$ cat config.mk
export PLATFORM = sky130hd
export DESIGN_NAME = flash_erase_seq
export DESIGN_NICKNAME = d
export VERILOG_FILES = /design/src/rtl/fes_pkg.sv /design/src/rtl/fes_countdown.sv /design/src/rtl/fes_sector_buf.sv /design/src/rtl/flash_erase_seq.sv
export SDC_FILE = /design/constraint.sdc
export NUM_CORES = 1
export LEC_CHECK = 0
export ABC_AREA = 1
export BUFFER_PORTS_ARGS = -buffer_cell sky130_fd_sc_hd__buf_2
export CAP_MARGIN = 20
export CORE_MARGIN = 5
export CORE_UTILIZATION = 53
export CTS_BUF_LIST = sky130_fd_sc_hd__clkbuf_8
export DETAILED_ROUTE_END_ITERATION = 6
export GPL_TIMING_DRIVEN = 0
export PLACE_DENSITY = 0.79
export SLEW_MARGIN = 40
export SYNTH_ARGS = -nofsm -noshare
export SYNTH_HDL_FRONTEND = slang
export SYNTH_SLANG_ARGS = --single-unit
$ cat constraint.sdc
create_clock -name clk -period 1.5 [get_ports clk]
set_input_delay 0.075 -clock clk [delete_from_list [all_inputs] [get_ports clk]]
set_output_delay 0.075 -clock clk [all_outputs]
set_load 0.1 [all_outputs]
$ cat src/rtl/fes_pkg.sv
package fes_pkg;
  localparam int CMD_AW = 12;

  localparam logic [CMD_AW-1:0] ADR_KEY1 = 12'h555;
  localparam logic [CMD_AW-1:0] ADR_KEY2 = 12'h2AA;

  localparam logic [7:0] DAT_KEY1   = 8'hAA;
  localparam logic [7:0] DAT_KEY2   = 8'h55;
  localparam logic [7:0] DAT_SETUP  = 8'h80;
  localparam logic [7:0] DAT_CHIP   = 8'h10;
  localparam logic [7:0] DAT_SECTOR = 8'h30;
  localparam logic [7:0] DAT_PAUSE  = 8'hB0;
  localparam logic [7:0] DAT_RESUME = 8'h30;

  typedef enum logic [3:0] {
    ST_READ,
    ST_KEY_A,
    ST_KEY_B,
    ST_ARMED,
    ST_KEY_C,
    ST_KEY_D,
    ST_WINDOW,
    ST_CHIP,
    ST_ERASE,
    ST_SUSP
  } fes_state_t;
endpackage

$ cat src/rtl/fes_countdown.sv
module fes_countdown #(
  parameter int MAXV = 8
) (
  input  logic clk,
  input  logic rst_n,
  input  logic load,
  input  logic run,
  output logic expire
);
  localparam int CW = $clog2(MAXV + 1);

  logic [CW-1:0] cnt;

  always_ff @(posedge clk or negedge rst_n) begin
    if (!rst_n)                      cnt <= '0;
    else if (load)                   cnt <= CW'(MAXV);
    else if (run && cnt != '0)       cnt <= cnt - 1'b1;
  end

  assign expire = run && !load && (cnt == CW'(1));

  // the counter never leaves its configured range
  a_r4_cnt_bound: assert property (@(posedge clk) disable iff (!rst_n)
    cnt <= CW'(MAXV));

  // a reload restarts the full interval
  a_r5_reload_full: assert property (@(posedge clk) disable iff (!rst_n)
    load |=> (cnt == CW'(MAXV)));
endmodule

$ cat src/rtl/fes_sector_buf.sv
module fes_sector_buf #(
  parameter int NSECT = 8,
  parameter int IW    = $clog2(NSECT)
) (
  input  logic             clk,
  input  logic             rst_n,
  input  logic             clr,
  input  logic             set,
  input  logic [IW-1:0]    set_idx,
  input  logic [IW-1:0]    q_idx,
  output logic             hit,
  output logic [NSECT-1:0] mask
);
  for (genvar g = 0; g < NSECT; g++) begin : g_bit
    always_ff @(posedge clk or negedge rst_n) begin
      if (!rst_n)                               mask[g] <= 1'b0;
      else if (clr)                             mask[g] <= 1'b0;
      else if (set && (set_idx == IW'(g)))      mask[g] <= 1'b1;
    end
  end

  assign hit = mask[q_idx];

  // a marked sector is held on the next cycle
  a_r5_mark_sticks: assert property (@(posedge clk) disable iff (!rst_n)
    (set && !clr) |=> mask[$past(set_idx)]);

  // release empties the buffer
  a_r7_release_empty: assert property (@(posedge clk) disable iff (!rst_n)
    clr |=> (mask == '0));
endmodule

$ cat src/rtl/flash_erase_seq.sv
module flash_erase_seq
  import fes_pkg::*;
#(
  parameter int NSECT     = 8,
  parameter int WIN_CYC   = 8,
  parameter int ERASE_CYC = 40,
  parameter int SUSP_LAT  = 4,
  parameter int SECT_W    = $clog2(NSECT),
  parameter int ADDR_W    = CMD_AW + SECT_W
) (
  input  logic              clk,
  input  logic              rst_n,
  input  logic              wr_en,
  input  logic [ADDR_W-1:0] wr_addr,
  input  logic [7:0]        wr_data,
  input  logic [SECT_W-1:0] rd_sect,
  output logic              busy,
  output logic              tmr_expired,
  output logic              suspended,
  output logic              rd_status
);
  fes_state_t st, nxt;

  logic [CMD_AW-1:0] cmd_adr;
  logic [SECT_W-1:0] wr_sect;
  logic key1, key2, setup_ok;
  logic win_load, win_exp, er_load, er_run, er_exp;
  logic lat_load, lat_run, lat_exp, pend, pend_set;
  logic buf_set, buf_clr, buf_hit;
  logic [NSECT-1:0] buf_mask;

  assign cmd_adr  = wr_addr[CMD_AW-1:0];
  assign wr_sect  = wr_addr[ADDR_W-1 -: SECT_W];
  assign key1     = (cmd_adr == ADR_KEY1) && (wr_data == DAT_KEY1);
  assign key2     = (cmd_adr == ADR_KEY2) && (wr_data == DAT_KEY2);
  assign setup_ok = (cmd_adr == ADR_KEY1) && (wr_data == DAT_SETUP);

  always_comb begin
    nxt      = st;
    win_load = 1'b0;
    er_load  = 1'b0;
    lat_load = 1'b0;
    pend_set = 1'b0;
    buf_set  = 1'b0;
    unique case (st)
      ST_READ:  if (wr_en && key1) nxt = ST_KEY_A;
      ST_KEY_A: if (wr_en) nxt = key2     ? ST_KEY_B : ST_READ;
      ST_KEY_B: if (wr_en) nxt = setup_ok ? ST_ARMED : ST_READ;
      ST_ARMED: if (wr_en) nxt = key1     ? ST_KEY_C : ST_READ;
      ST_KEY_C: if (wr_en) nxt = key2     ? ST_KEY_D : ST_READ;
      ST_KEY_D: if (wr_en) begin
        if (wr_data == DAT_CHIP && cmd_adr == ADR_KEY1) begin
          nxt     = ST_CHIP;
          er_load = 1'b1;
        end else if (wr_data == DAT_SECTOR) begin
          nxt      = ST_WINDOW;
          win_load = 1'b1;
          buf_set  = 1'b1;
        end else begin
          nxt = ST_READ;
        end
      end
      ST_WINDOW: begin
        if (wr_en) begin
          if (wr_data == DAT_SECTOR) begin
            win_load = 1'b1;
            buf_set  = 1'b1;
          end else if (wr_data == DAT_PAUSE) begin
            nxt     = ST_SUSP;
            er_load = 1'b1;
          end else begin
            nxt = ST_READ;
          end
        end else if (win_exp) begin
          nxt     = ST_ERASE;
          er_load = 1'b1;
        end
      end
      ST_CHIP: if (er_exp) nxt = ST_READ;
      ST_ERASE: begin
        if (er_exp) begin
          nxt = ST_READ;
        end else begin
          if (lat_exp) nxt = ST_SUSP;
          if (wr_en && wr_data == DAT_PAUSE && !pend) begin
            lat_load = 1'b1;
            pend_set = 1'b1;
          end
        end
      end
      ST_SUSP: if (wr_en && wr_data == DAT_RESUME) nxt = ST_ERASE;
      default: nxt = ST_READ;
    endcase
  end

  assign buf_clr = (nxt == ST_READ);
  assign er_run  = (st == ST_CHIP) || (st == ST_ERASE);
  assign lat_run = (st == ST_ERASE) && pend;

  always_ff @(posedge clk or negedge rst_n) begin
    if (!rst_n) begin
      st   <= ST_READ;
      pend <= 1'b0;
    end else begin
      st   <= nxt;
      pend <= pend_set || (pend && nxt == ST_ERASE);
    end
  end

  fes_countdown #(.MAXV(WIN_CYC)) u_win (
    .clk(clk), .rst_n(rst_n), .load(win_load),
    .run(st == ST_WINDOW), .expire(win_exp)
  );

  fes_countdown #(.MAXV(ERASE_CYC)) u_erase (
    .clk(clk), .rst_n(rst_n), .load(er_load),
    .run(er_run), .expire(er_exp)
  );

  fes_countdown #(.MAXV(SUSP_LAT)) u_lat (
    .clk(clk), .rst_n(rst_n), .load(lat_load),
    .run(lat_run), .expire(lat_exp)
  );

  fes_sector_buf #(.NSECT(NSECT), .IW(SECT_W)) u_buf (
    .clk(clk), .rst_n(rst_n), .clr(buf_clr), .set(buf_set),
    .set_idx(wr_sect), .q_idx(rd_sect), .hit(buf_hit), .mask(buf_mask)
  );

  assign busy        = (st == ST_WINDOW) || (st == ST_CHIP) || (st == ST_ERASE);
  assign tmr_expired = (st == ST_CHIP) || (st == ST_ERASE) || (st == ST_SUSP);
  assign suspended   = (st == ST_SUSP);
  assign rd_status   = busy || (suspended && buf_hit);

  // chip erase stays busy until its timer fires, whatever is written
  a_r3_chip_holds: assert property (@(posedge clk) disable iff (!rst_n)
    (st == ST_CHIP && !er_exp) |=> (st == ST_CHIP));

  // the erase buffer is frozen while sectors are being erased
  a_r8_buf_frozen: assert property (@(posedge clk) disable iff (!rst_n)
    (st == ST_ERASE && !er_exp) |=> $stable(buf_mask));

  // read mode never holds latched sectors
  a_r6_read_empty: assert property (@(posedge clk) disable iff (!rst_n)
    (st == ST_READ) |-> (buf_mask == '0));

  // a pending suspend exists only during a running sector erase
  a_r10_pend_in_erase: assert property (@(posedge clk) disable iff (!rst_n)
    pend |-> (st == ST_ERASE));

  // a suspended erase always has at least one buffered sector
  a_r11_susp_nonempty: assert property (@(posedge clk) disable iff (!rst_n)
    suspended |-> (buf_mask != '0));
endmodule

==> flow_metrics.tcl, run 1 <==
set metrics [dict create \
    syn_area_mm2 0.00200 \
    diodes 0 \
    maxCapViolCount 0 \
    synthAdderAreaFrac_pct 4.38 \
    synth_top_area_cell "dfrtp_1" \
    htreeDepth 1 \
    violations "negative setup slack" \
    rows 22 \
    power_density_mw_per_mm2 512 \
    crit_path_max_fanout 7 \
    worst_r2r_path_depth 12 \
    clkLatencyLatePin_ns 0.27 \
    yosys.area.top_type_share_pct 32.5 \
    fin_crit_sh_pct 129 \
    antenna_left 0 \
    min_path_type "in2reg" \
    finalPower_mw 1.42 \
    worst_pin_slew_ns 0.582 \
    n_fill_cell 252 \
    hp-start "wr_addr[12]" \
    synth_top_family_by_area "simple AND/OR/NAND/NOR gates" \
    cts_tree "yes" \
    antenna_found_initial 0 \
    drive_above_1_share_pct 33.2 \
    rsz0062_at_grt "yes" \
    grt_pass1_vias 1971 \
    start_util_pct 54.7 \
    cp-end-kind "output port" \
    core_area_mm2 0.00366 \
    grt_pass1_wl_um 8190 \
    die_h_um 71.5 \
    whs_path_depth 5 \
    drc 0 \
    outcome "finished, violations left" \
    wl_per_cell_um 13.1 \
    synth_edf_count 0 \
    ir_drop_mv 0.515 \
    multi_input_area_mm2 0.00135 \
    routed_wl_um 5410 \
    numPortBuffers 31 \
    yosys_warnings 0 \
    r2r-start "st[1]" \
    nets 402 \
    drt-pass1-iter-count 5 \
    finalHoldViolCount 0 \
    synth_cell_types 30 \
    path_clk_slew_ns 0.10 \
    worstSetupStartpointType "register" \
    syn-num-nets 343 \
    period_needed_ns 1.93 \
    cp.required_ns 1.42 \
    place_inst 386 \
    yosys.area_share.simple_pct 39.7 \
    dieArea_mm2 0.00511 \
    finalSetupViolCount 27 \
    skew_ns 0.00699 \
    worstSetupStartpoint "st[1]" \
    seq_area_frac_synth_pct 32.5 \
    setup_ws_ns -0.428 \
    synth-main-ff-cell "dfrtp_1" \
    synthMuxAreaShare_pct 0 \
    gp_congestion 0.893 \
    yosysMostFrequentCell "nand2_1" \
    area.growth.synth_to_final_pct 38.5 \
    ys_ff_latch 26 \
    worstPathArrival_ns 1.85 \
    cts_buffers 3 \
    critPathKind "reg2out" \
    vias_per_cell 5.25 \
    p_leak_nw 1.49 \
    synth_compound_area_share_pct 8.75 \
    synthArstFlopShare_pct 100 \
    drtIter0Drc 186 \
    ctsRootBufferMaster "clkbuf_8" \
    synth_commonest_cells "77 x nand2_1, 54 x inv_1, 40 x nor2_1, 31 x nand3_1, 26 x dfrtp_1" \
    gr-usage-all-layers_pct 19.1 \
    setup-tns-final_ns -5.66 \
    dp_hpwl_um 3470 \
    grt_overflow 0 \
    syn_inst 307 \
    synthTopCellsByArea "dfrtp_1 33%, nand2_1 14%, inv_1 10%" \
    via_count 2167 \
    ios 33 \
    synth.avg_cell_area_um2 6.52 \
    fin_cells 413 \
    synth_xor_xnor_area_share_pct 2.62 \
    final-max-slew-violation-count 0 \
    layout.area.seq_um2 654 \
    clock_path_buffers 2 \
    clock.fmax_mhz 519 \
    dieWidth_um 71.5 \
    max-slew-margin-rel_pct 61.2 \
    grt_max_degree 27 \
    cts.sinks 26 \
]
registers in the layout, indices dropped and copies added (netlist names):
name and count:
u_lat.cnt 3, pend 1, st 4, u_buf.mask 8, u_erase.cnt 6, u_win.cnt 4
what timing repair did:
item / CTS / global route
endpoints found under the hold margin: 26 / 0
gates resized for setup: 40 / 32
cloned: 0 / 0
hold buffers: 1 / 0
endpoints found under the setup margin: 29 / 29
setup buffers: 11 / 11
pin swaps: 12 / 25
layout make-up:
type	count	area share (%)
Multi-Input combinational cell	219	48.5
Sequential cell	26	23.6
Timing Repair Buffer	54	14.0
Inverter	60	8.53
Tap cell	48	2.17
Clock buffer	3	1.49
Clock inverter	1	1.08
Buffer	2	0.587
where the power goes:
part	switching (mW)	leakage, nW	internal (mW)
Sequential	0.000000299	0.301	0.700
Clock	0.226	0.0357	0.357
Combinational	0.0841	1.15	0.0516
Total	0.310	1.49	1.11
cells in the final DEF, fill, tap and decap left out, types with 3 or more instances in the layout:
cell type,instances
nand4_1,5
clkbuf_8,3
nor3_1,3
dfrtp_2,3
buf_2,28
inv_4,3
nor2_4,7
nand2_1,63
o21bai_1,4
a21oi_1,6
inv_1,48
xnor2_1,3
ha_1,7
dfrtp_1,23
o21ai_2,3
xor2_1,3
buf_12,3
nor2_1,34
o21ai_0,14
inv_2,8
nand3_4,6
nand2_2,11
nand3_1,23
nor3_4,3
nand3_2,6
nand2_4,3
buf_4,21
worst paths after layout:
kind / endpoint / slack (ns)
min reg2reg: u_win.cnt[3] / 0.52
min in group asynchronous: u_lat.cnt[0] / 0.33
max reg2reg: pend / -0.38
max: rd_status / -0.43
max in group asynchronous: st[0] / 0.74
min: u_buf.mask[7] / 0.19
critical path, cell delays in order, from the launching register on:
cell	delay, ns
dfrtp_1	0.39
buf_6	0.15
nor2_4	0.13
inv_2	0.07
nor3_4	0.33
o211ai_1	0.22
nand3_4	0.11
buf_12	0.17
cell families (layout without fill, tap and decap cells):
| kind of cell | count (synthesis) | in the layout |
|---|---|---|
| and+or+nand+nor | 174 | 174 |
| buffers and inverters | 62 | 120 |
| AOI/OAI and AO/OA | 32 | 32 |
| DFF | 26 | 26 |
| adders and majority gates | 7 | 7 |
| xor gates and xnor gates | 6 | 6 |
metrics by stage:
| step | worst slack, ns | area, µm² | util (%) | hold slack [ns] |
|---|---|---|---|---|
| after detailed placement | -0.433 | 2280 | 62.2 | 0.105 |
| after global routing | -0.520 | 2770 | 75.7 | 0.205 |
| final | -0.428 | 2770 | 75.7 | 0.188 |
| after global placement | -0.391 | 2280 | 62.2 | 0.106 |
| after CTS | -0.316 | 2590 | 70.8 | 0.192 |
| after floorplan | -0.706 | 2060 | - | -0.221 |
routing by layer:
| metal | vias up | global-route usage (%) | share of wire, % |
|---|---|---|---|
| met3 | 14 | 3.65 | 6.7 |
| met4 | 0 | 3.97 | 2.0 |
| met5 | - | 0 | 0 |
| li1 | 1080 | - | - |
| met2 | 75 | 33.4 | 50 |
| met1 | 998 | 24.4 | 41 |
Note: power is estimated with default switching activity, not from simulation.
==> run 2, diff against run 1 <==
CORE_UTILIZATION = 54   (was 53)
SYNTH_HIERARCHICAL = 1   (was default)
==> run 2 against run 1 <==
Synthesized cell count increased by 19%. Via count increased by 26%. Sequential cell count unchanged. Largest power group is now combinational cells. The run still ends with negative setup slack left. Non-clock buffer count increased by 27. Sequential power increased by 31%. Wire length increased by 39%. Clock power increased by 4.5%.
==> flow_metrics.tcl, run 2 <==
set metrics [dict create \
    cts_tree "yes" \
    yosys.area.top_type_share_pct 28.6 \
    synth_commonest_cells "103 x nand2_1, 67 x inv_1, 50 x nor2_1, 41 x nand3_1, 26 x dfrtp_1" \
    grt_pass1_wl_um 10800 \
    n_fill_cell 249 \
    worstSetupStartpointType "register" \
    postPlaceCellArea_mm2 0.00259 \
    critical_path.most_common_cell "nand2_2" \
    crit_path_max_fanout 8 \
    largest_reg_flops 8 \
    rrSetupSlack_ns -1.74 \
    grt_max_degree 27 \
    synth_edf_count 0 \
    wl_per_cell_um 15.0 \
    rows 23 \
    drtIter0Drc 269 \
    place_ws_ns -2.28 \
    rsz0062_at_grt "yes" \
    core_area_mm2 0.00406 \
    worst_pin_slew_ns 0.585 \
    final_core_util_pct 82.5 \
    synthTopCellsByArea "dfrtp_1 29%, nand2_1 17%, inv_1 11%" \
    final_cell_mix "93 x nand2_1, 53 x inv_1, 42 x nor2_1" \
    cp-end-kind "register" \
    gp_congestion 0.912 \
    drt-pass1-iter-count 6 \
    gr-usage-all-layers_pct 24.7 \
    p_comb_share_pct 50.5 \
    setup-tns-final_ns -26.57 \
    nets 490 \
    max-slew-margin-rel_pct 61.0 \
    synth.avg_cell_area_um2 6.22 \
    htreeDepth 1 \
    setup_ws_ns -1.74 \
    cp_slowest_cell "dfrtp_2" \
    dieArea_mm2 0.00562 \
    yosysMostFrequentCell "nand2_1" \
    p_clk_share_pct 19.7 \
    ys_ff_latch 26 \
    path_clk_slew_ns 0.10 \
    diodes 0 \
    skew_ns 0.00802 \
    multi_input_area_mm2 0.00158 \
    synth-main-ff-cell "dfrtp_1" \
    area.growth.synth_to_final_pct 47.0 \
    ctsRootBufferMaster "clkbuf_8" \
    yosys_warnings 6 \
    finalHoldViolCount 0 \
    drc 0 \
    outcome "finished, violations left" \
    layout.area.seq_um2 654 \
    dieWidth_um 74.9 \
    final-max-slew-violation-count 0 \
    syn_inst 366 \
    antenna_found_initial 0 \
    clkLatencyLatePin_ns 0.29 \
    worstPathArrival_ns 3.44 \
    die_h_um 74.9 \
    antenna_left 0 \
    design_area_mm2 0.00335 \
    finalSetupViolCount 30 \
    routed_wl_um 7520 \
    cts_buffers 3 \
    layout_commonest_cell "nand2_1" \
    slowest_delay_ns 0.48 \
    synthArstFlopShare_pct 100 \
    dp_hpwl_um 3950 \
    synth_top_area_cell "dfrtp_1" \
    reg_top3 "u_buf/mask: 8 flops, u_erase/cnt: 6 flops" \
    period_needed_ns 3.24 \
    p_leak_nw 1.77 \
    drive_above_1_share_pct 40.4 \
    via_count 2729 \
    vias_per_cell 5.45 \
    power.switching_mw 1.35 \
    cp.required_ns 1.71 \
    critPathKind "reg2reg" \
    p_sw_share_pct 43.6 \
    p_int_mw 1.74 \
    maxCapViolCount 0 \
    fin_crit_sh_pct 216 \
    min_path_type "in2reg" \
    seq_area_frac_synth_pct 28.6 \
    largest-register "u_buf/mask" \
    ir_drop_mv 0.661 \
    syn_area_mm2 0.00228 \
    cts.sinks 26 \
    clock_path_buffers 2 \
    grt_pass1_vias 2494 \
    syn-num-nets 404 \
    numPortBuffers 32 \
    clock.fmax_mhz 309 \
    grt_overflow 0 \
    power_density_mw_per_mm2 921 \
    violations "negative setup slack" \
    synth_cell_types 29 \
    p_seq_share_pct 29.8 \
    start_util_pct 56.1 \
    ios 33 \
]
[run 2: final cells by class]
cell class              instances  area share [%]
multi-input cells             263            47.3
inverters                      75            9.34
flip-flops and latches         26            19.5
well taps                      50            1.87
clock buffers                   3            1.23
plain buffers                   2           0.635
clock inverters                 1           0.897
repair buffers                 81            19.2
[run 2: repair_timing]
action	CTS	global route
setup buffers	37	15
hold buffers	1	0
gates resized for setup	67	26
setup endpoints to repair	30	30
pin swaps	22	13
hold endpoints to repair	26	0
gates cloned	0	0
[run 2: final timing paths]
kind | startpoint | end | depth (start not counted)
min in group asynchronous | rst_n | st[2] | 2
setup / recovery | st[1] | u_buf/mask[1] | 30
max in group asynchronous | rst_n | st[0] | 2
hold reg to reg | u_buf/mask[0] | u_buf/mask[0] | 2
hold / removal | wr_addr[12] | u_buf/mask[6] | 4
setup reg to reg | st[1] | u_buf/mask[1] | 30
[run 2: cells by family (layout without fill, tap and decap cells)]
kind of cell             after synthesis  in the layout  synth area share (%)
AND/OR/NAND/NOR                      233            233                  47.3
buffers and inverters                 77            162                  13.6
flip-flops                            26             26                  28.6
AO/OA/AOI/OAI                         19             19                  4.84
adder cells (fa/ha/maj)                9              9                  4.95
XOR/XNOR                               2              2                 0.769
[run 2: worst max-delay path, delay by kind of cell, from the launching register on]
family | cells | cell delay, ns
AO/OA/AOI/OAI | 3 | 0.35
AND/OR/NAND/NOR | 22 | 1.84
buffers and inverters | 5 | 0.45
flip-flops | 1 | 0.48
[run 2: metrics by stage]
stage	power, mW	std cells	hold WS (ns)
floorplan	1.88	366	-0.221
global placement	2.08	448	0.105
detailed placement	2.12	448	0.112
CTS	2.95	489	0.0819
global route	3.25	501	0.105
finish	3.08	501	0.0838
[run 2: power groups by stage]
stage | clock network [mW] | registers, mW | logic [mW]
2_1_floorplan | 0 | 0.904 | 0.972
3_3_place_gp | 0 | 0.924 | 1.16
3_5_place_dp | 0 | 0.928 | 1.19
5_1_grt | 0.633 | 0.925 | 1.69
6_report | 0.608 | 0.918 | 1.56
4_1_cts | 0.607 | 0.912 | 1.43
[run 2: layer usage]
| layer | up-vias | track usage, % | part of all wire (%) |
|---|---|---|---|
| li1 | 1284 | - | - |
| met1 | 1257 | 28.7 | 38 |
| met2 | 139 | 43.6 | 50 |
| met3 | 49 | 5.07 | 6.4 |
| met4 | 0 | 10.7 | 4.7 |
| met5 | - | 0 | 0 |
==> run 3, diff against run 2 <==
CORE_UTILIZATION = 30   (was 54)
PLACE_DENSITY = 0.49   (was 0.79)
SLEW_MARGIN = 30   (was 40)
==> run 3 against run 2 <==
Non-clock buffer count is 8 higher. Cell area increased by 6.4%. Critical path depth shrank 1. Maximum frequency up 1.6%. Setup slack improved by 0.053 ns. First-iteration DRC count down 64%. Utilization decreased by 34 points. Worst hold slack gained 0.016 ns. Critical endpoint is now u_buf/mask[7]. The flow still finishes with violations (negative setup slack). Sequential cell count is the same. Via count down 6.4%.
==> flow_metrics.tcl, run 3 (synthesis gave the netlist of run 2 again) <==
set metrics [dict create \
    outcome "finished, violations left" \
    violations "negative setup slack" \
    final-max-slew-violation-count 0 \
    gr-usage-all-layers_pct 13.2 \
    clock_path_buffers 2 \
    via_count 2553 \
    cp-end-kind "register" \
    start_util_pct 31.1 \
    clkLatencyLatePin_ns 0.28 \
    die_h_um 97.1 \
    finalHoldViolCount 0 \
    grt_max_degree 27 \
    crit_path_max_fanout 8 \
    fin_crit_sh_pct 212 \
    largest-register "u_buf/mask" \
    critical_path.most_common_cell "nand2_2" \
    drc 0 \
    rsz0062_at_grt "yes" \
    setup_ws_ns -1.68 \
    area.growth.synth_to_final_pct 56.5 \
    vias_per_cell 4.58 \
    fin_cells 558 \
    antenna_found_initial 0 \
    min_path_type "in2reg" \
    rows 31 \
    cp.required_ns 1.67 \
    layout_commonest_cell "nand2_1" \
    cts_buffers 3 \
    drt-pass1-iter-count 5 \
    ios 33 \
    routed_wl_um 6560 \
    critPathKind "reg2reg" \
    drive_above_1_share_pct 43.4 \
    diodes 0 \
    clock.fmax_mhz 314 \
    finalSetupViolCount 29 \
    reg_top3 "u_buf/mask: 8 flops, u_erase/cnt: 6 flops" \
    p_leak_nw 1.83 \
    dieArea_mm2 0.00943 \
    dieWidth_um 97.1 \
    largest_reg_flops 8 \
    grt_pass1_vias 2443 \
    grt_pass1_wl_um 10600 \
    ir_drop_mv 0.543 \
    nets 498 \
    power_density_mw_per_mm2 887 \
    grt_overflow 0 \
    ctsRootBufferMaster "clkbuf_8" \
    place_inst 497 \
    antenna_left 0 \
    worstPathArrival_ns 3.36 \
    skew_ns 0.00559 \
    cts.sinks 26 \
    period_needed_ns 3.18 \
    max-slew-margin-rel_pct 58.6 \
    drtIter0Drc 96 \
    place_ws_ns -2.38 \
    final_cell_mix "89 x nand2_1, 54 x inv_1, 42 x nor2_1" \
    n_fill_cell 699 \
    worst_pin_slew_ns 0.621 \
    cts_tree "yes" \
    path_clk_slew_ns 0.10 \
    core_area_mm2 0.00733 \
    dp_hpwl_um 4350 \
    cp_slowest_cell "dfrtp_2" \
    gp_congestion 0.802 \
    finalPower_mw 3.16 \
    numPortBuffers 32 \
    wl_per_cell_um 11.7 \
    htreeDepth 1 \
    slowest_delay_ns 0.44 \
    worstSetupStartpointType "register" \
    maxCapViolCount 0 \
]
-- run 3: changes by cell type in the layout (fill, tap and decap cells not counted), moves of 3 or more --
cell and change:
a21oi_2 +7, inv_4 +4, nand2_4 +4, nand2_1 -4
inv_2 -3, buf_6 +6, a21oi_1 -7
-- run 3: worst max-delay path: cells and delay by family (launching register included) --
family / cells / cell delay [ns]
and+or+nand+nor: 20 / 1.83
buffers and inverters: 6 / 0.53
DFF: 1 / 0.44
AOI/OAI and AO/OA: 3 / 0.28
-- run 3: repair_timing --
item / 4_1_cts / 5_1_grt
setup buffers: 49 / 20
setup endpoints to repair: 30 / 30
endpoints found under the hold margin: 26 / 0
gates resized for setup: 80 / 38
hold buffers: 1 / 0
pin swaps: 26 / 23
-- run 3: layout make-up --
cell class,count,area [µm²],share of cell area [%]
plain buffers,2,22.5,0.632
clock buffers,3,41.3,1.16
clock inverters,1,30.0,0.843
inverters,75,313,8.78
multi-input cells,263,1650,46.4
flip-flops and latches,26,654,18.4
well taps,99,124,3.48
repair buffers,89,726,20.4
-- run 3: path summary, 6_finish.rpt --
check	from	end	slack, ns	cells after the start
setup / recovery	st[3]	u_buf/mask[7]	-1.68	29
hold / removal	wr_addr[13]	u_buf/mask[5]	0.10	4
max in group asynchronous	rst_n	st[0]	0.72	2
hold reg to reg	u_lat/cnt[1]	u_lat/cnt[1]	0.51	2
setup reg to reg	st[3]	u_buf/mask[7]	-1.68	29
min in group asynchronous	rst_n	st[2]	0.34	2
-- run 3: metrics by stage --
stage               cell area (µm²)  utilization (%)  hold WS, ns  setup TNS [ns]
floorplan                      2370                -       -0.221          -23.65
global placement               2660             36.2        0.135          -37.94
detailed placement             2660             36.2        0.133          -37.96
CTS                            3310             45.2       0.0930          -24.63
global route                   3560             48.6        0.105          -31.73
finish                         3560             48.6        0.100          -26.79
-- run 3: where the power goes --
| group | internal [mW] | leakage (nW) | switching [mW] |
|---|---|---|---|
| Clock | 0.357 | 0.0357 | 0.241 |
| Combinational | 0.680 | 1.47 | 0.974 |
| Sequential | 0.796 | 0.332 | 0.114 |
| Total | 1.83 | 1.83 | 1.33 |
-- run 3: metal layers --
layer	track usage (%)	share of wire, %	wire, µm
met3	2.30	3.6	236
met4	3.24	2.4	159
met2	24.5	53	3460
met1	15.7	41	2700
met5	0	0	0
